<file path="src/rtl/cfu_pkg.sv">
// Package for the carry-instruction flag unit: instruction class codes
// and flag bit positions shared by the RTL and the checker.
package cfu_pkg;
    localparam int unsigned FLAG_W  = 8;
    localparam int unsigned CLASS_W = 3;

    localparam int unsigned BIT_S  = 7;
    localparam int unsigned BIT_Z  = 6;
    localparam int unsigned BIT_U5 = 5;
    localparam int unsigned BIT_H  = 4;
    localparam int unsigned BIT_U3 = 3;
    localparam int unsigned BIT_PV = 2;
    localparam int unsigned BIT_N  = 1;
    localparam int unsigned BIT_C  = 0;

    localparam logic [FLAG_W-1:0] UNDOC_MASK = FLAG_W'((1 << BIT_U5) | (1 << BIT_U3));
    localparam logic [FLAG_W-1:0] KEEP_MASK  =
        FLAG_W'((1 << BIT_S) | (1 << BIT_Z) | (1 << BIT_PV));

    typedef enum logic [CLASS_W-1:0] {
        CL_KEEP  = 3'd0,
        CL_ALU   = 3'd1,
        CL_LOADF = 3'd2,
        CL_SETC  = 3'd3,
        CL_CPLC  = 3'd4
    } op_class_e;
endpackage

</file>
<file path="src/rtl/cfu_carry_logic.sv">
// Combinational result of the set-carry and complement-carry instructions.
// Assumes the F and Q values presented are the registered current values.
module cfu_carry_logic
    import cfu_pkg::*;
(
    input  logic              is_cpl_i,
    input  logic [FLAG_W-1:0] f_i,
    input  logic [FLAG_W-1:0] q_i,
    input  logic [FLAG_W-1:0] acc_i,
    output logic [FLAG_W-1:0] res_o
);
    logic [FLAG_W-1:0] undoc;

    // Build bits 5/3 from the latch, old F and A, then set the carry group.
    always_comb begin
        undoc = ((q_i ^ f_i) | acc_i) & UNDOC_MASK;
        res_o = (f_i & KEEP_MASK) | undoc;
        res_o[BIT_N] = 1'b0;
        if (is_cpl_i) begin
            res_o[BIT_H] = f_i[BIT_C];
            res_o[BIT_C] = ~f_i[BIT_C];
        end else begin
            res_o[BIT_H] = 1'b0;
            res_o[BIT_C] = 1'b1;
        end
    end
endmodule

</file>
<file path="src/rtl/cfu_state_reg.sv">
// Plain W-bit state register with synchronous active-low reset to zero.
module cfu_state_reg #(
    parameter int unsigned W = 8
) (
    input  logic         clk,
    input  logic         rst_n,
    input  logic [W-1:0] d_i,
    output logic [W-1:0] q_o
);
    // Capture the next value every cycle, or clear on reset.
    always_ff @(posedge clk) begin
        if (!rst_n) q_o <= '0;
        else        q_o <= d_i;
    end
endmodule

</file>
<file path="src/rtl/carry_flag_unit.sv">
// Flag register plus hidden latch Q. Every cycle one instruction class
// retires. Flag writers load Q with their result. All other classes clear Q.
// Assumes op_i, fin_i and acc_i are valid in every cycle with rst_n high.
module carry_flag_unit
    import cfu_pkg::*;
(
    input  logic               clk,
    input  logic               rst_n,
    input  logic [CLASS_W-1:0] op_i,
    input  logic [FLAG_W-1:0]  fin_i,
    input  logic [FLAG_W-1:0]  acc_i,
    output logic [FLAG_W-1:0]  flags_o,
    output logic [FLAG_W-1:0]  q_o
);
    logic [FLAG_W-1:0] carry_res;
    logic [FLAG_W-1:0] f_next;
    logic [FLAG_W-1:0] q_next;

    cfu_carry_logic u_carry (
        .is_cpl_i (op_i == CL_CPLC),
        .f_i      (flags_o),
        .q_i      (q_o),
        .acc_i    (acc_i),
        .res_o    (carry_res)
    );

    // Select next F and Q from the retiring instruction class.
    always_comb begin
        f_next = flags_o;
        q_next = '0;
        case (op_i)
            CL_ALU: begin
                f_next = fin_i;
                q_next = fin_i;
            end
            CL_LOADF: f_next = fin_i;
            CL_SETC, CL_CPLC: begin
                f_next = carry_res;
                q_next = carry_res;
            end
            default: ;
        endcase
    end

    cfu_state_reg #(.W(FLAG_W)) u_freg (
        .clk (clk), .rst_n (rst_n), .d_i (f_next), .q_o (flags_o)
    );

    cfu_state_reg #(.W(FLAG_W)) u_qreg (
        .clk (clk), .rst_n (rst_n), .d_i (q_next), .q_o (q_o)
    );
endmodule

</file>
<file path="config.mk">
export PLATFORM = sky130hd
export DESIGN_NAME = carry_flag_unit
export DESIGN_NICKNAME = d
export VERILOG_FILES = /design/src/rtl/cfu_pkg.sv /design/src/rtl/cfu_carry_logic.sv /design/src/rtl/cfu_state_reg.sv /design/src/rtl/carry_flag_unit.sv
export SDC_FILE = /design/constraint.sdc
export NUM_CORES = 1
export LEC_CHECK = 0
export BUFFER_PORTS_ARGS = -buffer_cell sky130_fd_sc_hd__buf_2
export CELL_PAD_IN_SITES_DETAIL_PLACEMENT = 1
export CELL_PAD_IN_SITES_GLOBAL_PLACEMENT = 2
export CORE_MARGIN = 4
export CORE_UTILIZATION = 26
export DETAILED_ROUTE_END_ITERATION = 16
export PLACE_DENSITY = 0.84
export SLEW_MARGIN = 5
export SYNTH_ARGS = -nofsm -noshare
export SYNTH_HDL_FRONTEND = slang
export SYNTH_SLANG_ARGS = --single-unit
</file>
<file path="constraint.sdc">
create_clock -name clk -period 2.84 [get_ports clk]
set_input_delay 0.284 -clock clk [delete_from_list [all_inputs] [get_ports clk]]
set_output_delay 0.284 -clock clk [all_outputs]
set_load 0.01 [all_outputs]
</file>
Word-level counts from Yosys, hierarchy flattened:

Index checks and enable logic that the tools add are counted.

* register bits: 16

* equal/unequal tests: 4
* mux-type cells: 4
* bitwise operators: 4
* reduce and logical (&&, ||, !) cells: 3

Operators with widths (number)
* one-hot mux 8 bit (2 select lines): 2
* bitwise OR 8 x 6 -> 8 bit: 1
* == test 3 x 2 -> 1 bit, second input constant: 2
* bitwise OR 6 bit: 1
* XOR 6 bit: 1
* OR reduction 2 bit: 2
* == test 3 x 1 -> 1 bit, second input constant: 1
* == test 3 bit, second input constant: 1
* 2-to-1 mux 1 bit: 2
* nonzero test 2 bit: 1
* inverter 1 bit: 1

Depth between registers and ports, before layout:

Gate-level depths: netlist of run 1.

* depth after elaboration: 4
* gate-level depth with buffers: 5
* mapped depth without buffers: 4

Cells and area by module:

From an unflattened synthesis of run 1, not the netlist that was laid out.

* cell total of the unflattened synthesis: 127
* area, all modules: 1103.6 um^2

Modules (own cells, without submodules)
* carry_flag_unit: instances 1, cells each 84, area each 611.8 um^2, seq. area each 0.0 um^2
* cfu_state_reg: instances 2, cells each 16, area each 210.2 um^2, seq. area each 160.2 um^2
* cfu_carry_logic: instances 1, cells each 11, area each 71.3 um^2, seq. area each 0.0 um^2

Least setup slack after synthesis of run 1:

OpenSTA, ideal clock, no wires.

* path kind: input to register
* start point: in op_i[2]
* end point: reg u_freg.q_o[1]
* setup time: 120 ps
* arrival time: 1153 ps
* required time: 2720 ps
* setup slack: 1567 ps
* cell stages on the path: 4
* path buffers: 1
* cells stage by stage: buf_6 -> mux2_2 -> and2_1 -> o31a_1

* cells in the longest elaborated chain, start to end: 3
* elaborated cells between the ends (all ways): 8

RTL lines
* start, declared: line carry_flag_unit.sv:9 `input logic [CLASS_W-1:0] op_i,`
* == test 3 x 2 -> 1 bit (tied with other cells): line carry_flag_unit.sv:31 `case (op_i)`
* OR reduction 2 bit (on tied branches)
* one-hot mux 8 bit (2 select lines) / nonzero test 2 bit (equally long branches)
* end signal, assigned: line cfu_state_reg.sv:13 `else q_o <= d_i;`
* end, declared: line cfu_state_reg.sv:8 `output logic [W-1:0] q_o`

Parallel ways exist; a longest one is shown, timed or not.
A chain may end at the register's enable or synchronous reset.

Worst setup path in the final report of run 1:

Ends and elaborated chain as after synthesis.

==> run summary, run 1 <==
TritonCTS built the clock tree. The worst-case IR drop observed on VDD is 0.000209 V. The clock insertion delay at the later pin of the skew report was 300 ps; the async set-reset flop share out of synthesis was 0. The worst register-to-register path has a depth of 4. Measured along the x axis, the die boundary spans 62.6 um. The period utilization works out to 0.436. The wire-length estimate of the detail-placed layout is 1.66 mm.

Buffers added to address setup during post-CTS repair amount to 0. The commonest cells after synthesis are dfxtp_1, nor2_1, inv_1, a22oi_1, nand2_1. The final layout contains routed wiring with a total length of 2.14 mm. The row count came out at 19. After detailed routing, the met3 layer carries 128 um of wire. Across the routed clock network, the largest skew measured is 6.85 ps. The run gives 756 as the total number of vias. The max-cap check violation count came out at 0. The maximum number of pins on one net before global-route repair was 20.

For the worst setup path, the data arrival time is 1440 ps. For this design, the sink count on the clock tree is 16. The number of nets in the synthesized netlist is 109. The first detailed-routing pass took 4 iterations. The flow ran to the end, and the final reports show no timing, DRC or antenna violations.

The region available for standard cell placement spans 2810 um^2. Setup repair after global routing left no endpoint under its margin. The run gives 1 as the total number of H-tree levels. The fraction of final layout cells with drive strength greater than 1 came out at 0.316.

In this run the power density over the cells is 510 nW/um^2. Setup slack closes at 1600 ps. The die is 62.6 um tall. The via count of the first global-routing pass is 756, and the gate count after technology mapping is 88. The maximum fanout encountered on the critical timing path was 19. Compared with the post-synthesis result, the final layout area differs by 24.7%.

Among all cell types in the netlist, the one instantiated most often is dfxtp_1. The synthesized netlist occupies a cell area of 776 um^2. The logs give 0 ps for the sum of negative setup slack and 0.413 for the sequential cell area fraction in the yosys report. Number of hold-slack violations in the final timing report: 0. The total global-route track usage is 0.118, and the remaining number of nets flagged by the antenna check after routing is 0. In this run, synthesis inferred 0 flip-flops with an integrated enable. The count of warnings emitted by yosys came out at 0. After detailed placement, the total cell area comes to 931 um^2. Among all flip-flop cells after synthesis, the most frequent one is dfxtp_1.

The total of buffers placed on input and output ports works out to 30. Effective utilization at floorplan: 0.277. The initial antenna violation count was 0; the first-pass GRT wire length was 3.62 mm. The total clock buffers created by CTS was 3; the iteration-0 DRC count of the detailed router was 11. The start point of the critical path was op_i[2]. The total grt overflow was 0; the setup slack at placement was 1270 ps. At the end of routability-driven placement, the weighted congestion stood at 0.713. The top-area cell type share of the netlist area is 0.413, and the mean number of vias per cell is 5.11. Total power for the finished layout comes to 493 uW. Data on the critical path is required at its endpoint by 3040 ps. The average cell area after synthesis was 8.82 um^2. The worst register-to-register path begins at u_freg.q_o[3].

The post-cts hold buffer count was 0; the number of top-level pins was 37. The worst setup path is launched from an input port. Once the clock tree was built, the resizer swapped 0 gates to a different size. Counting flops and latches in the post-synthesis netlist gives 16. The worst register-to-register path ends at u_freg.q_o[3]. The number of standard cells in the final layout excluding fillers was 148. The critical path is of the in -> reg type. The analysis attributes to cell leakage a power of 0.444 nW. Following the worst setup path forward leads to its endpoint at u_freg.q_o[1].

The count of distinct cell types in the synthesized netlist came out at 34. The clock passes through at most 2 buffers. The path type of the worst min-delay path is in -> reg. Ranked by total cell area, the synthesized netlist is headed by dfxtp_1, nor2_1, mux2i_1. For this run, design rule violations remaining after detail routing come to 0.

The uppermost signal routing layer after detailed routing was met4. The normalized max-slew margin is 0.715, and the slew at the pin with the worst max-slew slack is 428 ps. After detailed routing, the average wire length per cell comes to 14.4 um. The tools report the length of routed met2 wiring as 1.03 mm.

The floorplan step defined a die boundary enclosing 3920 um^2. Across all register-to-register paths, the minimum setup slack is 1710 ps. The summed area of non-filler cells in the final layout was 967 um^2; the met1 routed wirelength after detailed routing was 924 um. Clock-pin slew was measured on the worst setup and hold paths at 100 ps. For this run, the post-layout net count is 139. The tree is rooted in a clkbuf_4.

Largest area contributor in the synthesized netlist: dfxtp_1. Setup violations remaining at the end of the flow were counted as 0. In this run, placement finished with an instance count of 144.

The number of max-slew violations in the final report is 0, and the number of diodes added for antenna fixing is 0. The smallest clock period supported by the final layout is computed as 1240 ps. STA classifies the critical path endpoint as a flip-flop. Static timing analysis puts the maximum clock frequency at 808 MHz.
-- per-layer routing --
layer  global-route usage  up-vias
li1                     -      372
met1                0.141      356
met2                0.184       23
met3               0.0342        5
met4               0.0744        0
met5                    0        -
-- stage by stage --
step                      hold slack [ps]   util
after global placement                480  0.332
after CTS                             220  0.345
final                                 235  0.345
after detailed placement              506  0.332
after floorplan                       402      -
after global routing                  225  0.345
-- logic make-up (layout without fill, tap and decap cells) --
group                    Yosys count  in the layout  synth area share
flip-flops                        16             16             0.413
XOR/XNOR                           3              3            0.0339
AND/OR/NAND/NOR                   29             29             0.181
multiplexers                       4              4            0.0532
AO/OA/AOI/OAI                     24             24             0.234
adder cells (fa/ha/maj)            1              1            0.0129
buffers and inverters             11             40            0.0726
-- placed cells by master, fill, tap and decap left out --
cell type / instances
mux2_2: 1
nor2_1: 12
o31a_1: 2
o21a_1: 1
a31oi_1: 2
o21ai_0: 1
nor4_1: 2
xnor2_1: 2
dfxtp_1: 16
nand2b_1: 3
a22oi_1: 4
clkbuf_4: 3
buf_2: 30
xor2_1: 1
clkbuf_8: 1
nand2_1: 4
nor3_1: 2
a22o_1: 2
maj3_1: 1
a221oi_1: 1
a32oi_1: 2
inv_1: 6
a21oi_2: 1
or3_1: 1
nor3b_1: 1
nor2_2: 1
a211oi_1: 2
o221ai_1: 1
a21o_1: 1
mux2i_1: 3
o21ba_1: 1
nor2b_1: 2
a21oi_1: 3
and2_1: 1
-- flip-flops by register name, indices dropped and copies added, names as in the netlist --
name / flops
u_freg.q_o: 8
u_qreg.q_o: 8
-- power breakdown --
| part | switching [mW] | total, mW | internal [mW] |
|---|---|---|---|
| clock network | 0.0775 | 0.156 | 0.0783 |
| logic | 0.0515 | 0.0916 | 0.0402 |
| registers | 0.00882 | 0.245 | 0.237 |
| total | 0.138 | 0.493 | 0.355 |
-- worst max-delay path, cell delays in order --
cell	delay (ps)
buf_2	290
mux2_2	410
and2_1	170
o31a_1	280
-- layout make-up --
class / instances / area (um^2)
Clock buffer: 4 / 36.3
Fill cell: 352 / 1840
Multi-Input combinational cell: 61 / 399
Timing Repair Buffer: 30 / 150
Sequential cell: 16 / 320
Tap cell: 31 / 38.8
Inverter: 6 / 22.5
-- worst min path at each step --
stage	start	endpoint	slack (ps)	depth (start not counted)
global placement	u_freg.q_o[4]	u_freg.q_o[4]	480	2
detailed placement	u_freg.q_o[4]	u_freg.q_o[4]	510	2
global route	fin_i[2]	u_freg.q_o[2]	220	3
finish	fin_i[2]	u_freg.q_o[2]	230	3
floorplan	rst_n	u_qreg.q_o[0]	400	1
CTS	fin_i[2]	u_freg.q_o[2]	220	3
(Power assumes the default switching activity.)
==> run 2, diff against run 1 <==
Settings changed: CORE_UTILIZATION 26 to 24, PLACE_DENSITY 0.84 to 0.79.
Clock period 2.84 ns to 1.3 ns, I/O delays scaled along.
==> run summary, run 2 (same netlist as run 1, synthesis figures left out) <==
The tools report the via count of the first global-routing pass as 777 (+2.8%). For the iteration-0 DRC count of the detailed router, the log shows 13 (+2). The die area was 4210 um^2 (+7.3%); the data arrival time at the worst-slack endpoint was 1300 ps (-140 ps).

Based on the critical path, the design can be clocked at up to 893 MHz. The tools report the placer's final routability congestion estimate as 0.770 (+8.0%). The run gives 16 (unchanged) as the total number of clock tree sinks. First-pass GRT wire length: 3.53 mm (-2.5%). The fraction of final layout cells with drive strength greater than 1 was 0.322 (+0.00579); the total number of vias was 766 (+1.3%). The row count was 20 (+1).

For the post-detailed-route DRC marker count, the log shows 0 (unchanged). The tools report the master cell of the clock root buffer as clkbuf_4. The run gives 0 (unchanged) as the total setup violations reported at the end of the flow.

The max-cap check violation count came out at 0 (unchanged). The run gives 0.516 ps (-6.33 ps) as the worst-case clock skew. The worst setup path is of the reg -> reg kind. The worst-case clock buffer depth came out at 2 (unchanged). The area occupied by registers was 320 um^2 (unchanged). The setup slack at placement came out at 25.1 ps (-1250 ps). The tools report the number of setup buffers added after CTS as 0 (unchanged). The vertical die dimension was 64.9 um (+3.6%).

The most frequent standard cell in the layout excluding fill and tap cells is buf_2. The path type of the worst min-delay path was in -> reg. For the worst path setup slack after routing, the log shows 180 ps (-1420 ps). The flow ran to the end, and the final reports show no timing, DRC or antenna violations. The effective utilization at floorplan was 0.252 (-0.0245); the shortest period the worst path allows was 1120 ps. Maximum fanout encountered on the critical timing path: 3 (-16).

Total of buffers placed on input and output ports: 30 (unchanged). Setup repair after global routing left no endpoint under its margin. For the post-cts hold buffer count, the log shows 0 (unchanged). The detailed-router iteration count before antenna repair is 3 (-1).

The HPWL after detailed placement is 1.75 mm (+5.2%), and the slew at the pin with the worst max-slew slack is 448 ps (+20.4 ps). The clock insertion delay at the later pin of the skew report came out at 280 ps (-20 ps). The logs give 0.701 (-0.0136) for the normalized max-slew margin and 0.447 nW (+0.54%) for the static leakage power. The tools report the number of hold-slack violations in the final timing report as 0 (unchanged). The largest registers in the layout are u_freg.q_o x8, u_qreg.q_o x8. The run gives 3 (unchanged) as the total clock buffers created by CTS.

The logs give 388 (+10%) for the fill cell instance count of the final layout and 399 um^2 (unchanged) for the multi-input logic area. The period utilization came out at 0.861. TritonCTS built the clock tree.

The area growth from synthesis to final layout is 26.9%, and the mean number of vias per cell is 4.73 (-7.4%). The total wire length after detailed routing came out at 2.14 mm (+0.19%). The worst setup path is launched from a flip-flop. The sum of negative setup slack is 0 ps (unchanged), and the die width is 64.9 um (+3.6%). STA classifies the critical path endpoint as a flip-flop.

The maximum number of pins on one net before global-route repair was 14 (-30%); the placeable core area was 3080 um^2 (+9.7%). The total global-route track usage is 0.107 (-0.0104), and the net total in the final layout is 141 (+1.4%). The average routed wire per standard cell is 13.2 um (-8.5%). The clock transition time at the flip-flop clock pins of the worst setup and hold paths is 80 ps (-20 ps).

The run gives 1 (unchanged) as the total number of H-tree levels. The tools report the required time of the critical path as 1480 ps (-1560 ps). The remaining number of nets flagged by the antenna check after routing is 0 (unchanged), and the number of max-slew violations in the final report is 0 (unchanged). Leaving out fill and tap cells, the most frequent cells in the layout are buf_2, dfxtp_1, nor2_1. The total grt overflow was 0 (unchanged). The logs give 0.000459 V (+120%) for the worst ir drop on vdd and 0 (unchanged) for the initial antenna violation count. The total of cells resized after clock tree synthesis came out at 0 (unchanged). The tools report the number of top-level pins as 37 (unchanged). For the number of diodes added for antenna fixing, the log shows 0 (unchanged).

Cell area power density: 1010 nW/um^2 (+99%).
==> run 2: power by group <==
group	leakage (nW)	internal, mW	switching [mW]
logic	0.302	0.0918	0.114
registers	0.131	0.517	0.0192
clock network	0.0138	0.108	0.148
==> run 2: critical path, stage by stage (launching register included) <==
cell and delay (ps):
dfxtp_1 380, xnor2_1 130, nand2b_1 110, o31a_1 250
o21ba_1 160
==> run 2: path summary, 6_finish.rpt <==
| kind | depth (start not counted) | to | slack [ps] | startpoint |
|---|---|---|---|---|
| worst min register to register | 2 | u_freg.q_o[4] | 500 | u_freg.q_o[4] |
| worst max register to register | 4 | u_freg.q_o[3] | 180 | u_freg.q_o[3] |
| worst min-delay path | 3 | u_freg.q_o[7] | 100 | fin_i[7] |
| worst max-delay path | 4 | u_freg.q_o[3] | 180 | u_freg.q_o[3] |
==> run 2: cell type report <==
cell class / count / area share
inverters: 6 / 0.0229
clock buffers: 3 / 0.0229
repair buffers: 32 / 0.168
multi-input cells: 61 / 0.405
well taps: 44 / 0.0559
flip-flops and latches: 16 / 0.325
==> run 2: stage by stage <==
stage / power [mW] / cells / util / instance area, um^2 / hold slack [ps]
after floorplan: 0.679 / 88 / - / 776 / 248
after global placement: 0.750 / 159 / 0.313 / 962 / 385
after detailed placement: 0.756 / 159 / 0.313 / 962 / 396
after CTS: 1.02 / 162 / 0.320 / 985 / 95.2
after global routing: 1.06 / 162 / 0.320 / 985 / 96.3
final: 0.997 / 162 / 0.320 / 985 / 98.1
==> run 2: metal layers <==
layer  track usage  wire length [um]  vias to the layer above
met5             0                 0                        -
met3        0.0312               142                        3
met1         0.129               937                      366
met2         0.180              1040                       22
met4        0.0396                25                        0
li1              -                 -                      375
